`config.mk`:
```
export PLATFORM = sky130hd
export DESIGN_NAME = sertx_frame
export DESIGN_NICKNAME = d
export VERILOG_FILES = /design/src/rtl/sertx_pkg.sv /design/src/rtl/sertx_cfg_decode.sv /design/src/rtl/sertx_framer.sv /design/src/rtl/sertx_step_gen.sv /design/src/rtl/sertx_sequencer.sv /design/src/rtl/sertx_frame.sv
export SDC_FILE = /design/constraint.sdc
export NUM_CORES = 1
export LEC_CHECK = 0
export BUFFER_PORTS_ARGS = -buffer_cell sky130_fd_sc_hd__buf_2
export CAP_MARGIN = 5
export CORE_MARGIN = 3
export CORE_UTILIZATION = 60
export DETAILED_ROUTE_END_ITERATION = 7
export PLACE_DENSITY = 0.84
export SETUP_SLACK_MARGIN = 0.5
export SKIP_CTS_REPAIR_TIMING = 1
export SLEW_MARGIN = 20
export SYNTH_ARGS = -nofsm -noshare
export SYNTH_HDL_FRONTEND = slang
export SYNTH_SLANG_ARGS = --single-unit
```
`constraint.sdc`:
```
create_clock -name clk -period 2.7 [get_ports clk]
set_input_delay 0.81 -clock clk [delete_from_list [all_inputs] [get_ports clk]]
set_output_delay 0.81 -clock clk [all_outputs]
set_load 0.05 [all_outputs]
```
`src/rtl/sertx_pkg.sv`:
```
package sertx_pkg;

   localparam int CHAR_MAX  = 9;
   localparam int FRAME_MAX = 1 + CHAR_MAX + 1 + 2;

   typedef enum logic [1:0] {
      PAR_NONE = 2'd0,
      PAR_EVEN = 2'd1,
      PAR_ODD  = 2'd2
   } par_kind_e;

   typedef struct packed {
      logic [3:0] nbits;
      par_kind_e  par;
      logic       two_stop;
   } frame_cfg_t;

   // size code to data bit count; unused codes fall back to 8
   function automatic logic [3:0] size_to_bits(input logic [2:0] code);
      case (code)
         3'b000:  return 4'd5;
         3'b001:  return 4'd6;
         3'b010:  return 4'd7;
         3'b011:  return 4'd8;
         3'b111:  return 4'd9;
         default: return 4'd8;
      endcase
   endfunction

   // parity code to parity kind; unused code means no parity
   function automatic par_kind_e code_to_par(input logic [1:0] code);
      case (code)
         2'b10:   return PAR_EVEN;
         2'b11:   return PAR_ODD;
         default: return PAR_NONE;
      endcase
   endfunction

endpackage

```
`src/rtl/sertx_cfg_decode.sv`:
```
module sertx_cfg_decode
   import sertx_pkg::*;
(
   input  logic [2:0] size_code,
   input  logic [1:0] par_code,
   input  logic       two_stop,
   output frame_cfg_t cfg
);

   always_comb begin
      cfg.nbits    = size_to_bits(size_code);
      cfg.par      = code_to_par(par_code);
      cfg.two_stop = two_stop;
   end

endmodule

```
`src/rtl/sertx_framer.sv`:
```
module sertx_framer
   import sertx_pkg::*;
#(
   parameter int CHAR_W  = 9,
   parameter int FRAME_W = 13,
   parameter int LEN_W   = 4
) (
   input  logic [CHAR_W-1:0]  data,
   input  frame_cfg_t         cfg,
   output logic [FRAME_W-1:0] frame,
   output logic [LEN_W-1:0]   len
);

   logic ones_odd;
   logic par_bit;
   logic par_on;

   always_comb begin
      ones_odd = 1'b0;
      for (int i = 0; i < CHAR_W; i++) begin
         if (i < int'(cfg.nbits)) ones_odd = ones_odd ^ data[i];
      end
      par_on  = (cfg.par != PAR_NONE);
      par_bit = ones_odd ^ (cfg.par == PAR_ODD);
   end

   always_comb begin
      frame    = '1;
      frame[0] = 1'b0;
      for (int i = 0; i < CHAR_W; i++) begin
         if (i < int'(cfg.nbits)) frame[i+1] = data[i];
      end
      for (int p = 1; p < FRAME_W; p++) begin
         if (par_on && (p == int'(cfg.nbits) + 1)) frame[p] = par_bit;
      end
   end

   always_comb begin
      len = LEN_W'(32'd2 + 32'(cfg.nbits) + 32'(par_on) + 32'(cfg.two_stop));
   end

endmodule

```
`src/rtl/sertx_step_gen.sv`:
```
module sertx_step_gen #(
   parameter int SYNC_STAGES = 2
) (
   input  logic clk,
   input  logic rst_n,
   input  logic sync_mode,
   input  logic polarity,
   input  logic baud_tick,
   input  logic sync_clk,
   output logic step
);

   logic [SYNC_STAGES-1:0] chain;
   logic                   sclk_s;
   logic                   sclk_prev;
   logic                   rise;
   logic                   fall;

   generate
      if (SYNC_STAGES == 1) begin : g_one
         always_ff @(posedge clk or negedge rst_n) begin
            if (!rst_n) chain <= '0;
            else        chain <= sync_clk;
         end
      end else begin : g_many
         always_ff @(posedge clk or negedge rst_n) begin
            if (!rst_n) chain <= '0;
            else        chain <= {chain[SYNC_STAGES-2:0], sync_clk};
         end
      end
   endgenerate

   assign sclk_s = chain[SYNC_STAGES-1];

   always_ff @(posedge clk or negedge rst_n) begin
      if (!rst_n) sclk_prev <= 1'b0;
      else        sclk_prev <= sclk_s;
   end

   assign rise = sclk_s & ~sclk_prev;
   assign fall = ~sclk_s & sclk_prev;

   always_comb begin
      if (sync_mode) step = polarity ? fall : rise;
      else           step = baud_tick;
   end

endmodule

```
`src/rtl/sertx_sequencer.sv`:
```
module sertx_sequencer #(
   parameter int CHAR_W  = 9,
   parameter int FRAME_W = 13,
   parameter int LEN_W   = 4
) (
   input  logic               clk,
   input  logic               rst_n,
   input  logic               data_valid,
   input  logic [FRAME_W-1:0] frame_in,
   input  logic [LEN_W-1:0]   len_in,
   input  logic               mode_in,
   input  logic               pol_in,
   input  logic               step,
   output logic               data_ready,
   output logic               busy,
   output logic               tx,
   output logic               mode_q,
   output logic               pol_q
);

   logic [FRAME_W-1:0] frame_q;
   logic [LEN_W-1:0]   len_q;
   logic [LEN_W-1:0]   idx_q;
   logic               busy_q;
   logic               tx_q;
   logic               accept;

   assign accept = data_valid & ~busy_q;

   always_ff @(posedge clk or negedge rst_n) begin
      if (!rst_n) begin
         busy_q  <= 1'b0;
         tx_q    <= 1'b1;
         frame_q <= '1;
         len_q   <= '0;
         idx_q   <= '0;
         mode_q  <= 1'b0;
         pol_q   <= 1'b0;
      end else if (accept) begin
         busy_q  <= 1'b1;
         frame_q <= frame_in;
         len_q   <= len_in;
         idx_q   <= '0;
         mode_q  <= mode_in;
         pol_q   <= pol_in & mode_in;
      end else if (busy_q && step) begin
         if (idx_q == len_q) begin
            busy_q <= 1'b0;
            tx_q   <= 1'b1;
         end else begin
            tx_q  <= frame_q[idx_q];
            idx_q <= idx_q + 1'b1;
         end
      end
   end

   assign data_ready = ~busy_q;
   assign busy       = busy_q;
   assign tx         = tx_q;

endmodule

```
`src/rtl/sertx_frame.sv`:
```
module sertx_frame
   import sertx_pkg::*;
#(
   parameter int CHAR_W      = 9,
   parameter int SYNC_STAGES = 2
) (
   input  logic              clk,
   input  logic              rst_n,
   input  logic [CHAR_W-1:0] data_in,
   input  logic              data_valid,
   output logic              data_ready,
   input  logic [2:0]        cfg_size,
   input  logic [1:0]        cfg_parity,
   input  logic              cfg_two_stop,
   input  logic              cfg_sync_mode,
   input  logic              cfg_polarity,
   input  logic              baud_tick,
   input  logic              sync_clk,
   output logic              tx,
   output logic              busy
);

   localparam int FRAME_W = 1 + CHAR_W + 1 + 2;
   localparam int LEN_W   = $clog2(FRAME_W + 1);

   generate
      if (CHAR_W != CHAR_MAX) begin : g_bad_width
         $error("sertx_frame: CHAR_W must equal the widest size code (9)");
      end
      if (SYNC_STAGES < 2) begin : g_bad_sync
         $error("sertx_frame: SYNC_STAGES must be at least 2");
      end
   endgenerate

   frame_cfg_t         cfg_w;
   logic [FRAME_W-1:0] frame_w;
   logic [LEN_W-1:0]   len_w;
   logic               mode_q;
   logic               pol_q;
   logic               step_w;

   sertx_cfg_decode i_dec (
      .size_code (cfg_size),
      .par_code  (cfg_parity),
      .two_stop  (cfg_two_stop),
      .cfg       (cfg_w)
   );

   sertx_framer #(
      .CHAR_W  (CHAR_W),
      .FRAME_W (FRAME_W),
      .LEN_W   (LEN_W)
   ) i_framer (
      .data  (data_in),
      .cfg   (cfg_w),
      .frame (frame_w),
      .len   (len_w)
   );

   sertx_step_gen #(
      .SYNC_STAGES (SYNC_STAGES)
   ) i_step (
      .clk       (clk),
      .rst_n     (rst_n),
      .sync_mode (mode_q),
      .polarity  (pol_q),
      .baud_tick (baud_tick),
      .sync_clk  (sync_clk),
      .step      (step_w)
   );

   sertx_sequencer #(
      .CHAR_W  (CHAR_W),
      .FRAME_W (FRAME_W),
      .LEN_W   (LEN_W)
   ) i_seq (
      .clk        (clk),
      .rst_n      (rst_n),
      .data_valid (data_valid),
      .frame_in   (frame_w),
      .len_in     (len_w),
      .mode_in    (cfg_sync_mode),
      .pol_in     (cfg_polarity),
      .step       (step_w),
      .data_ready (data_ready),
      .busy       (busy),
      .tx         (tx),
      .mode_q     (mode_q),
      .pol_q      (pol_q)
   );

endmodule

```
* Word level (Yosys, flattened, before mapping)
Index checks and enable logic that the tools add are counted.
** Word-level totals
- Bits in registers :: 28
- Output and inout bits :: 3
- Logic and storage cells :: 124
** Cells by class
- Add/subtract/negate cells :: 5
- $lt $le $gt $ge :: 10
- Eq/ne operators :: 20
- Muxes and demuxes :: 43
- Bitwise logic cells :: 17
- Reduce and logical (&&, ||, !) cells :: 20
** Operators by type and width (count)
- 5-bit by 32-bit equality test with 1-bit output (first input constant) :: 5
- 4-bit by 32-bit equality test with 1-bit output (first input constant) :: 4
- 3-bit by 32-bit equality test with 1-bit output (first input constant) :: 2
- 1-bit 2-to-1 mux :: 37
- 2-bit by 32-bit equality test with 1-bit output (first input constant) :: 1
- 3-bit by 4-bit < comparator with 1-bit output (first input constant) :: 4
- 4-bit case mux with 4 select lines :: 1
- 1-bit logical AND :: 13
- 4-bit 2-to-1 mux :: 3
- 1-bit bitwise XOR :: 9
- 4-bit by 1-bit adder with 4-bit output :: 2
- 1-bit by 4-bit < comparator with 1-bit output (first input constant) :: 2
- 2-bit by 4-bit < comparator with 1-bit output (first input constant) :: 2
- 2-bit equality test (second input constant) :: 3
- 2-bit AND reduction :: 3
- 2-bit nonzero test :: 3
- 4-bit by 1-bit adder with 5-bit output (second input constant) :: 1
- 4-bit by 5-bit < comparator with 1-bit output (second input constant) :: 1
- 2-bit by 4-bit adder with 4-bit output (first input constant) :: 1
- 4-bit by 1-bit adder with 4-bit output (second input constant) :: 1
- 1-bit AND :: 4
- 1-bit binary-select mux with 4-bit select :: 1
- 4-bit equality test :: 1
- 4-bit < comparator (first input constant) :: 1
- other kinds (7) :: 10

* Longest topological paths before layout
Gate-level depths: netlist of the first run.
- Word-level depth :: 22
- Mapped depth :: 7
- Depth with buffers taken out :: 6

* Cells and area by module
A second synthesis of the first run with hierarchy kept.
** Second synthesis, totals
- Cell total of the unflattened synthesis :: 180
- Area total of the unflattened synthesis :: 1878.1 um2
** By module, submodules not included
- sertx_sequencer :: times used 1, cells each 90, area each 1199.9 um2, sequential area each 643.1 um2
- sertx_framer :: times used 1, cells each 74, area each 525.5 um2, sequential area each 0.0 um2
- sertx_step_gen :: times used 1, cells each 7, area each 101.3 um2, sequential area each 75.1 um2
- sertx_cfg_decode :: times used 1, cells each 9, area each 51.3 um2, sequential area each 0.0 um2

* Worst setup path before layout of the first run
OpenSTA, ideal clock, no wires.
- Path kind :: input -> register
- Start point :: input port cfg_size[0]
- End point :: register i_seq.frame_q[9]
- Library setup time :: 95 ps
- Arrival :: 2258 ps
- Data required time :: 2605 ps
- Path slack :: 347 ps
- Stages :: 6
- Cell sequence :: clkbuf_2 > o31ai_2 > xnor3_2 > xnor2_2 > mux2_4 > o311ai_2
** On the way
- Cells in the longest elaborated chain, start to end :: 22
** Ends and longest elaborated chain
- from (decl) :: line sertx_frame.sv:12 : input logic [2:0] cfg_size,
- 3-bit equality test, or another cell as far along :: line sertx_pkg.sv:20 : case (code)
- 4-bit case mux with 4 select lines (*) :: line sertx_pkg.sv:20
- 1-bit by 4-bit < comparator with 1-bit output :: line sertx_framer.sv:21 : if (i < int'(cfg.nbits)) ones_odd = ones_odd ^ data[i];
- 1-bit 2-to-1 mux :: line sertx_framer.sv:21
- 1-bit bitwise XOR :: line sertx_framer.sv:21
- 1-bit 2-to-1 mux :: line sertx_framer.sv:21
- 1-bit bitwise XOR :: line sertx_framer.sv:21
- 1-bit 2-to-1 mux :: line sertx_framer.sv:21
- [6 not listed]
- 1-bit bitwise XOR :: line sertx_framer.sv:21
- 1-bit 2-to-1 mux :: line sertx_framer.sv:21
- 1-bit bitwise XOR :: line sertx_framer.sv:21
- 1-bit 2-to-1 mux :: line sertx_framer.sv:21
- 1-bit bitwise XOR :: line sertx_framer.sv:21
- 1-bit 2-to-1 mux :: line sertx_framer.sv:21
- 1-bit bitwise XOR :: line sertx_framer.sv:24 : par_bit = ones_odd ^ (cfg.par == PAR_ODD);
- 1-bit 2-to-1 mux (*) :: line sertx_framer.sv:34 : if (par_on && (p == int'(cfg.nbits) + 1)) frame[p] = par_bit;
- to (signal assigned) :: line sertx_sequencer.sv:41 : frame_q <= frame_in;
- to (decl) :: line sertx_sequencer.sv:21 : logic [FRAME_W-1:0] frame_q;
Mark *: on every way between the ends. The rest lies on a longest branch, timed or not.
A chain may end at the register's enable or synchronous reset.

* Worst setup path in the final report of the first run
- Start point :: input port cfg_size[1]
- End point :: register i_seq.len_q[2]
** On the way
- Cells in the longest elaborated chain, start to end :: 5
** Ends and longest elaborated chain
- 3-bit equality test, or another cell as far along :: line sertx_pkg.sv:20
- 4-bit case mux with 4 select lines (*) :: line sertx_pkg.sv:20
- 2-bit by 4-bit adder with 4-bit output (*) :: line sertx_framer.sv:39 : len = LEN_W'(32'd2 + 32'(cfg.nbits) + 32'(par_on) + 32'(cfg.two_stop));
- 4-bit by 1-bit adder with 4-bit output (*) (2 in a row) :: line sertx_framer.sv:39
- to (signal assigned) :: line sertx_sequencer.sv:42 : len_q <= len_in;
- to (decl) :: line sertx_sequencer.sv:22 : logic [LEN_W-1:0] len_q;
Marks and branches as above.

==> results of run 1 <==
## sequential cells by signal, summed over array words and instances (netlist names)
name / cells
i_seq.busy: 1
i_seq.frame_q: 13
i_seq.idx_q: 4
i_seq.len_q: 4
i_seq.mode_q: 1
i_seq.pol_q: 1
i_seq.tx: 1
i_step.chain: 2
i_step.sclk_prev: 1
## metal layers
metal / share of wire, % / vias up
li1: - / 579
met1: 41 / 594
met2: 52 / 55
met3: 6.1 / 2
met4: 1.0 / 0
met5: 0 / -
## critical path: cells and delay by family
kind	cells	cell delay, ns
adders and majority gates	2	0.67
AOI/OAI and AO/OA	2	0.27
xor gates and xnor gates	1	0.15
buffers and inverters	1	0.19
and+or+nand+nor	1	0.24
## through the flow
stage          total power [mW]  setup WS [ns]
2_1_floorplan              1.41          0.392
3_3_place_gp               1.55          0.264
3_5_place_dp               1.60          0.163
4_1_cts                    1.81          0.513
5_1_grt                    1.94          0.509
6_report                   1.80          0.608
## layout make-up
class / count / area (µm²)
Tap cell: 30 / 37.5
Multi-Input combinational cell: 117 / 861
Sequential cell: 28 / 718
Inverter: 4 / 15.0
Fill cell: 189 / 717
Timing Repair Buffer: 26 / 138
Clock buffer: 4 / 36.3
## cell usage in the layout (no fill, tap or decap), types with 2 or more instances in the layout
cell type,instances
nand2_1,30
buf_2,23
nor2_1,16
dfrtp_1,14
dfstp_2,14
xor2_1,7
o21ai_0,5
xnor2_1,5
inv_1,4
nand3_1,4
clkbuf_4,4
a21oi_1,3
nor3_1,3
nand3b_1,3
xnor3_2,3
nand4_1,3
mux2i_1,3
mux4_2,3
nand2b_1,2
nor2b_1,2
or2_2,2
ha_1,2
buf_4,2
## final timing paths
path	startpoint	endpoint	slack, ns	cells after the start
worst max register to register	i_seq.pol_q	i_seq.idx_q[1]	0.84	5
worst max-delay path	cfg_size[1]	i_seq.len_q[2]	0.61	7
worst min register to register	i_step.chain[0]	i_step.chain[1]	0.37	0
max in group asynchronous	rst_n	i_seq.frame_q[9]	1.86	1
min in group asynchronous	rst_n	i_seq.idx_q[2]	0.45	1
worst min-delay path	i_step.chain[0]	i_step.chain[1]	0.37	0
## power breakdown
part	total [mW]	internal, mW	leakage, nW	switching, mW
clock	0.204	0.0826	0.0210	0.121
combinational	0.781	0.378	0.497	0.403
sequential	0.810	0.649	0.312	0.162
## kinds of logic after synthesis
family,Yosys count
and+or+nand+nor,68
DFF,28
AOI/OAI and AO/OA,23
xor gates and xnor gates,16
buffers and inverters,13
muxes,7
adders and majority gates,3
==> flow_metrics.py, run 1 <==
metrics = {
    "synthesis": {
        "synth_compound_area_share_pct": 11.2,
        "synthMuxAreaShare_pct": 6.97,
        "synth_cells": 158,
        "synth_top_cell_area_share_pct": 22.8,
        "syn-num-nets": 183,
        "synth_top_family_by_area": "simple AND/OR/NAND/NOR gates",
        "yosys_warnings": 0,
        "ys.flop_type": "dfstp_2",
        "syn-cell-area_mm2": 0.00162,
        "synth_xor_area_share_pct": 11.8,
        "syn_avg_cell_area_um2": 10.2,
        "synth_edf_count": 0,
        "synth_commonest_cells": "nand2_1 (30), nor2_1 (16), dfrtp_1 (14), dfstp_2 (14), xor2_1 (7)",
        "synth_top_area_cell": "dfstp_2",
        "synthSimpleGateAreaFrac_pct": 19.0,
        "ys_seq_elements": 28,
        "synth-adder-area-share_pct": 2.79,
        "synth.distinct_cells": 46,
        "async_reset_ff_share_pct": 100,
        "synth_area_leaders": "dfstp_2 (23%), dfrtp_1 (22%), nand2_1 (7.0%), mux4_2 (4.2%), xor2_1 (3.8%)",
        "post-synth-top-count-cell": "nand2_1",
        "ys_seq_area_share_pct": 44.4,
    },
    "timing": {
        "fin_crit_sh_pct": 77.5,
        "skew_ns": 0.00768,
        "slew_headroom_pct": 57.0,
        "slew_violations": 0,
        "tightestPinTransition_ns": 0.644,
        "setup_violations": 0,
        "rsz0062_at_grt": "false",
        "fin_hold_ws_ns": 0.370,
        "fin_crit_ns": 2.09,
        "finalHoldViolCount": 0,
        "fmaxAchievable_mhz": 478,
        "setup-tns-final_ns": 0,
    },
    "pwr": {
        "max-vdd-ir-drop_v": 0.000767,
        "p_leak_nw": 0.830,
        "power_density_mw_per_mm2": 994,
    },
    "clock_network": {
        "cts_inserted_buffers": 3,
        "cts.sinks": 28,
        "path_clk_slew_ns": 0.14,
        "clk_latency_ns": 0.33,
        "cts_tree": "built",
        "ctsRootBufferMaster": "clkbuf_4",
        "clk_path_buf_depth": 2,
        "h-tree-depth": 1,
    },
    "job": {
        "drv_cap": 0,
    },
    "setup_path": {
        "critPathMaxFanout": 8,
        "criticalPathCategory": "in2reg",
        "critPathRequiredTime_ns": 2.94,
        "slowest_stage": "fa_1",
        "critPathCaptureType": "register",
        "cp_cell_sequence": "buf_2, and2_2, a21oi_1, fa_1, ha_1, xor2_1, o21ai_0",
        "slowest_delay_ns": 0.44,
        "startpoint_type": "primary input",
        "cp.arrival_ns": 2.33,
    },
    "placed_design": {
        "gp_congestion": 0.828,
        "detailed_place_hpwl_um": 2340,
        "dp.cells": 205,
        "place_area_mm2": 0.00177,
        "port_buffers": 24,
    },
    "floorplan": {
        "die_w_um": 57.9,
        "initial_core_util_pct": 64.1,
        "die_h_um": 57.9,
        "row_count": 18,
        "io_pins": 25,
        "core_mm2": 0.00252,
        "die_area_mm2": 0.00335,
    },
    "global_routing": {
        "grt_busiest_layer": "met2",
        "grt.overflow.total": 0,
        "antenna_found_initial": 0,
        "grt_usage_pct": 21.8,
        "first_global_vias": 1160,
        "grt_pass1_wl_um": 5510,
        "grt_use_met1_pct": 28.5,
        "grt_max_degree": 29,
        "grtUsageMet2_pct": 38.1,
        "met3_usage_pct": 3.12,
    },
    "detailed_routing": {
        "antenna_left": 0,
        "dr.pass1.iters": 4,
        "drtIter0Drc": 40,
        "drc": 0,
        "wl_um": 3210,
        "drt-wirelength-per-cell_um": 15.4,
        "routed-via-count": 1230,
        "vias_per_cell": 5.89,
    },
    "cells_and_area": {
        "nets": 205,
        "area_delta_synth_final_pct": 11.7,
        "stdcell_count": 209,
        "final_area_mm2": 0.00181,
        "num_antenna_cells": 0,
        "final_core_util_pct": 71.6,
        "final_layout_size_suffix_gt1_share_pct": 35.2,
    },
    "run_status": {
        "status": "completed",
    },
    "hold_path": {
        "hp-class": "reg2reg",
    },
}
No activity file was read; power rests on OpenSTA's default activity.
==> run 2: changes to the inputs <==
- CORE_UTILIZATION: 60 -> 50
- PLACE_DENSITY: 0.84 -> 0.74
- clock period: 2.7 -> 1.9 ns (I/O delays scaled with it)
==> run 2 against run 1 <==
Effect of this change:
- worst hold slack lost 0.16 ns
- combinational power rose by 78%
- register-to-register slack got worse by 0.58 ns
- total power is 54% higher
- sequential share of layout area is 6.5 points lower
- clock skew increased by 0.010 ns
- final cell count is 19% higher
- utilization is 1.2 points lower
- flip-flop and latch count unchanged
- global-route usage shrank 3.9 points
- non-clock buffer count rose by 25
- critical path type unchanged
- critical endpoint is now i_seq.frame_q[9]
- largest cell class unchanged
==> flow_metrics.py, run 2 (synthesis gave the netlist of run 1 again) <==
metrics = {
    "floorplan": {
        "core_mm2": 0.00308,
        "die_h_um": 62.9,
        "die_w_um": 62.9,
        "io_pins": 25,
        "row_count": 20,
        "die_area_mm2": 0.00395,
        "initial_core_util_pct": 52.5,
    },
    "cells_and_area": {
        "nets": 230,
        "final_common_cell": "nand2_1",
        "final_core_util_pct": 70.4,
        "largest_reg_flops": 13,
        "reg_top3": "i_seq.frame_q: 13 flops, i_seq.idx_q: 4 flops, i_seq.len_q: 4 flops",
        "num_antenna_cells": 0,
        "layout_common_cells": "nand2_1 (28), buf_4 (25), buf_2 (16)",
        "largest-register": "i_seq.frame_q",
        "area_delta_synth_final_pct": 34.1,
        "fillCellCount": 249,
        "final_layout_size_suffix_gt1_share_pct": 49.5,
    },
    "timing": {
        "setup-tns-final_ns": 0,
        "rsz0062_at_grt": "true",
        "slew_violations": 0,
        "setup_violations": 0,
        "slew_headroom_pct": 60.7,
        "finalHoldViolCount": 0,
        "tightestPinTransition_ns": 0.589,
        "skew_ns": 0.0179,
        "fin_crit_ns": 1.76,
        "fmaxAchievable_mhz": 569,
        "fin_crit_sh_pct": 92.5,
    },
    "clock_network": {
        "ctsRootBufferMaster": "clkbuf_4",
        "cts_inserted_buffers": 3,
        "cts_tree": "built",
        "cts.sinks": 28,
        "clk_path_buf_depth": 2,
        "clk_latency_ns": 0.33,
        "path_clk_slew_ns": 0.15,
        "h-tree-depth": 1,
    },
    "setup_path": {
        "startpoint_type": "primary input",
        "critPathCaptureType": "register",
        "cp-startpoint": "data_in[0]",
        "crit-reg2reg-launch": "i_seq.idx_q[1]",
        "critPathMaxFanout": 2,
        "cp.arrival_ns": 1.99,
        "critPathRequiredTime_ns": 2.14,
        "criticalPathCategory": "in2reg",
    },
    "detailed_routing": {
        "wl_met3_um": 103,
        "antenna_left": 0,
        "wl_met1_um": 1410,
        "dr.pass1.iters": 4,
        "vias_per_cell": 5.17,
        "drtIter0Drc": 24,
        "maxUsedRoutingLayer": "met4",
        "drt-wirelength-per-cell_um": 14.0,
        "wl_met2_um": 1920,
        "drc": 0,
        "routed-via-count": 1282,
        "wl_um": 3480,
    },
    "global_routing": {
        "grt_pass1_wl_um": 5610,
        "first_global_vias": 1265,
        "grt_max_degree": 29,
        "antenna_found_initial": 0,
        "grt_usage_pct": 17.9,
        "grt.overflow.total": 0,
    },
    "job": {
        "drv_cap": 0,
    },
    "run_status": {
        "status": "completed",
    },
    "placed_design": {
        "port_buffers": 24,
        "gp_congestion": 0.839,
        "detailed_place_hpwl_um": 2530,
    },
    "pwr": {
        "power_density_mw_per_mm2": 1280,
        "p_total_mw": 2.77,
        "max-vdd-ir-drop_v": 0.000590,
        "p_leak_nw": 0.983,
    },
    "hold_path": {
        "hp-class": "in2async",
    },
}
[run 2: final timing paths]
kind / end / slack [ns] / cells past startpoint
worst max-delay path: i_seq.frame_q[9] / 0.14 / 6
worst min-delay path: i_seq.idx_q[0] / 0.21 / 1
worst max register to register: i_seq.tx / 0.26 / 3
worst min register to register: i_step.chain[1] / 0.37 / 0
max in group asynchronous: i_seq.idx_q[1] / 1.25 / 1
min in group clk: i_step.chain[0] / 0.33 / 1
[run 2: layout make-up]
type | instances | area [µm²] | area share [%]
multi-input combinational | 117 | 955 | 44.1
inverter | 4 | 18.8 | 0.866
tap | 44 | 55.1 | 2.54
timing repair buffer | 51 | 392 | 18.1
sequential | 28 | 721 | 33.3
clock buffer | 4 | 26.3 | 1.21
[run 2: per-stage QoR]
step / setup slack (ns) / instances / hold WS, ns / cell area [µm²]
final: 0.142 / 248 / 0.214 / 2170
after global routing: 0.115 / 248 / 0.231 / 2170
after CTS: 0.0909 / 241 / 0.231 / 1960
after detailed placement: -0.254 / 237 / 0.338 / 1930
after global placement: -0.215 / 237 / 0.334 / 1930
after floorplan: -0.165 / 158 / 0.274 / 1680
[run 2: routing by layer]
| layer | up-vias | GRT usage (%) |
|---|---|---|
| li1 | 631 | - |
| met1 | 624 | 21.6 |
| met2 | 21 | 31.6 |
| met3 | 6 | 2.52 |
| met4 | 0 | 7.71 |
| met5 | - | 0 |
[run 2: critical path, stage by stage]
cell and delay (ns):
buf_2 0.12, xor2_2 0.17, xnor3_2 0.43, xnor2_4 0.17, mux2_4 0.32, o311ai_2 0.20
[run 2: report_power, final]
group,internal [mW],switching (mW),total (mW)
registers,0.926,0.213,1.14
logic,0.739,0.648,1.39
clock network,0.0823,0.165,0.247
total,1.75,1.03,2.77
==> run 3: changes to the inputs <==
- CTS_BUF_LIST: not set -> sky130_fd_sc_hd__clkbuf_16
==> run 3 against run 2 <==
Effect of this change:
- combinational power is essentially flat
- clock skew fell by 0.011 ns
- largest cell class unchanged
- largest power group unchanged
- worst hold slack better by 0.090 ns
- first-iteration DRC count is 29% higher
- register-to-register slack got worse by 0.04 ns
- critical endpoint unchanged
- utilization rose by 1.3 points
- total power rose by 8.5%
- non-clock buffer count is 2 lower
- die area is the same
- design area rose by 1.8%
- clock power rose by 90%
- sequential share of layout area is 0.64 points lower
==> flow_metrics.py, run 3 (synthesis gave the netlist of run 1 again) <==
metrics = {
    "run_status": {
        "status": "completed",
    },
    "pwr": {
        "p_sw_mw": 1.06,
        "p_leak_nw": 1.00,
        "internal-power_mw": 1.95,
        "max-vdd-ir-drop_v": 0.000554,
        "power_density_mw_per_mm2": 1360,
        "pwr-share-clk_pct": 15.6,
        "sw_frac_of_total_pct": 35.2,
        "p_comb_share_pct": 46.4,
        "pwr-share-seq_pct": 38.0,
    },
    "timing": {
        "fmaxAchievable_mhz": 543,
        "fin_ws_ns": 0.0570,
        "rsz0062_at_grt": "true",
        "tightestPinTransition_ns": 0.594,
        "slew_violations": 0,
        "setup_violations": 0,
        "fin_crit_ns": 1.84,
        "fin_crit_sh_pct": 97.0,
        "skew_ns": 0.00688,
        "slew_headroom_pct": 60.4,
        "finalHoldViolCount": 0,
    },
    "floorplan": {
        "initial_core_util_pct": 52.5,
        "core_mm2": 0.00308,
        "die_w_um": 62.9,
        "row_count": 20,
        "die_area_mm2": 0.00395,
        "io_pins": 25,
        "die_h_um": 62.9,
    },
    "setup_path": {
        "slowest_stage": "xnor3_2",
        "critPathCaptureType": "register",
        "slowest_delay_ns": 0.43,
        "cp_common_cell": "xnor3_2",
        "criticalPathCategory": "in2reg",
        "critPathMaxFanout": 2,
        "critPathRequiredTime_ns": 2.07,
        "startpoint_type": "primary input",
        "cp_cell_sequence": "buf_2, xor2_2, xnor3_2, xnor3_2, a31o_2, o311ai_2",
        "cp.arrival_ns": 2.01,
    },
    "cells_and_area": {
        "largest_reg_flops": 13,
        "final_layout_size_suffix_gt1_share_pct": 49.0,
        "layout_common_cells": "nand2_1 (28), buf_4 (23), buf_2 (16)",
        "area_delta_synth_final_pct": 36.5,
        "nets": 228,
        "largest-register": "i_seq.frame_q",
        "reg_top3": "i_seq.frame_q: 13 flops, i_seq.idx_q: 4 flops, i_seq.len_q: 4 flops",
        "final_common_cell": "nand2_1",
        "final_area_mm2": 0.00221,
        "num_antenna_cells": 0,
    },
    "global_routing": {
        "grt_pass1_wl_um": 5680,
        "grt_busiest_layer": "met2",
        "grt_usage_pct": 18.0,
        "antenna_found_initial": 0,
        "grt_use_met1_pct": 21.3,
        "grtUsageMet2_pct": 32.8,
        "met3_usage_pct": 1.98,
        "first_global_vias": 1280,
        "grt.overflow.total": 0,
        "grt_max_degree": 29,
    },
    "hold_path": {
        "hp-class": "in2async",
    },
    "clock_network": {
        "ctsRootBufferMaster": "clkbuf_16",
        "cts.sinks": 28,
        "path_clk_slew_ns": 0.07,
        "cts_tree": "built",
        "h-tree-depth": 1,
        "clk_latency_ns": 0.26,
        "clk_path_buf_depth": 2,
        "cts_inserted_buffers": 3,
    },
    "detailed_routing": {
        "drc": 0,
        "drtIter0Drc": 31,
        "wl_um": 3470,
        "antenna_left": 0,
        "routed-via-count": 1293,
        "drt-wirelength-per-cell_um": 14.1,
        "dr.pass1.iters": 4,
        "vias_per_cell": 5.26,
    },
    "placed_design": {
        "port_buffers": 24,
        "detailed_place_hpwl_um": 2530,
        "gp_congestion": 0.839,
        "place_ws_ns": -0.254,
        "place_area_mm2": 0.00193,
    },
    "job": {
        "drv_cap": 0,
    },
}
==> run 3: cell types whose count changed in the layout (fill, tap and decap cells not counted), sizes merged <==
cell and delta:
buf -2, clkbuf -1, inv +1
==> run 3: final timing paths <==
kind	startpoint	endpoint	slack [ns]	cells after the start
min	rst_n	i_seq.idx_q[0]	0.30	1
max in group asynchronous	rst_n	i_seq.busy	1.17	1
min reg2reg	i_step.chain[0]	i_step.chain[1]	0.35	0
max reg2reg	i_seq.idx_q[1]	i_seq.tx	0.22	3
min in group clk	i_step.chain[0]	i_step.chain[1]	0.35	0
max	data_in[0]	i_seq.frame_q[9]	0.06	6
==> run 3: per-layer routing <==
metal | up-vias | share of wire [%]
li1 | 629 | -
met1 | 633 | 42
met2 | 24 | 54
met3 | 7 | 2.7
met4 | 0 | 1.9
met5 | - | 0
==> run 3: layout make-up <==
type	count	area, µm²
fillers	232	872
inverters	4	18.8
clock buffers	3	75.1
flip-flops and latches	28	719
repair buffers	49	384
multi-input cells	117	950
well taps	44	55.1
clock inverters	1	3.75
==> run 3: per-stage QoR <==
step	TNS [ns]	power, mW	hold slack (ns)	utilization [%]	std cells
floorplan	-0.218	2.04	0.274	-	158
global placement	-1.00	2.29	0.334	62.8	237
CTS	0	2.82	0.327	65.4	241
detailed placement	-1.21	2.35	0.338	62.8	237
global route	0	3.21	0.350	71.7	246
finish	0	3.01	0.304	71.7	246
==> run 3: power by group through the flow <==
stage | Combinational [mW] | Sequential [mW] | Clock [mW]
2_1_floorplan | 0.912 | 1.13 | 0
3_3_place_gp | 1.16 | 1.14 | 0
3_5_place_dp | 1.20 | 1.15 | 0
4_1_cts | 1.20 | 1.14 | 0.479
5_1_grt | 1.52 | 1.18 | 0.506
6_report | 1.40 | 1.14 | 0.470
==> run 3: critical path, delay by kind of cell <==
| kind | cells | cell delay, ns |
|---|---|---|
| buffers and inverters | 1 | 0.12 |
| XOR/XNOR | 3 | 0.99 |
| AO/OA/AOI/OAI | 2 | 0.33 |
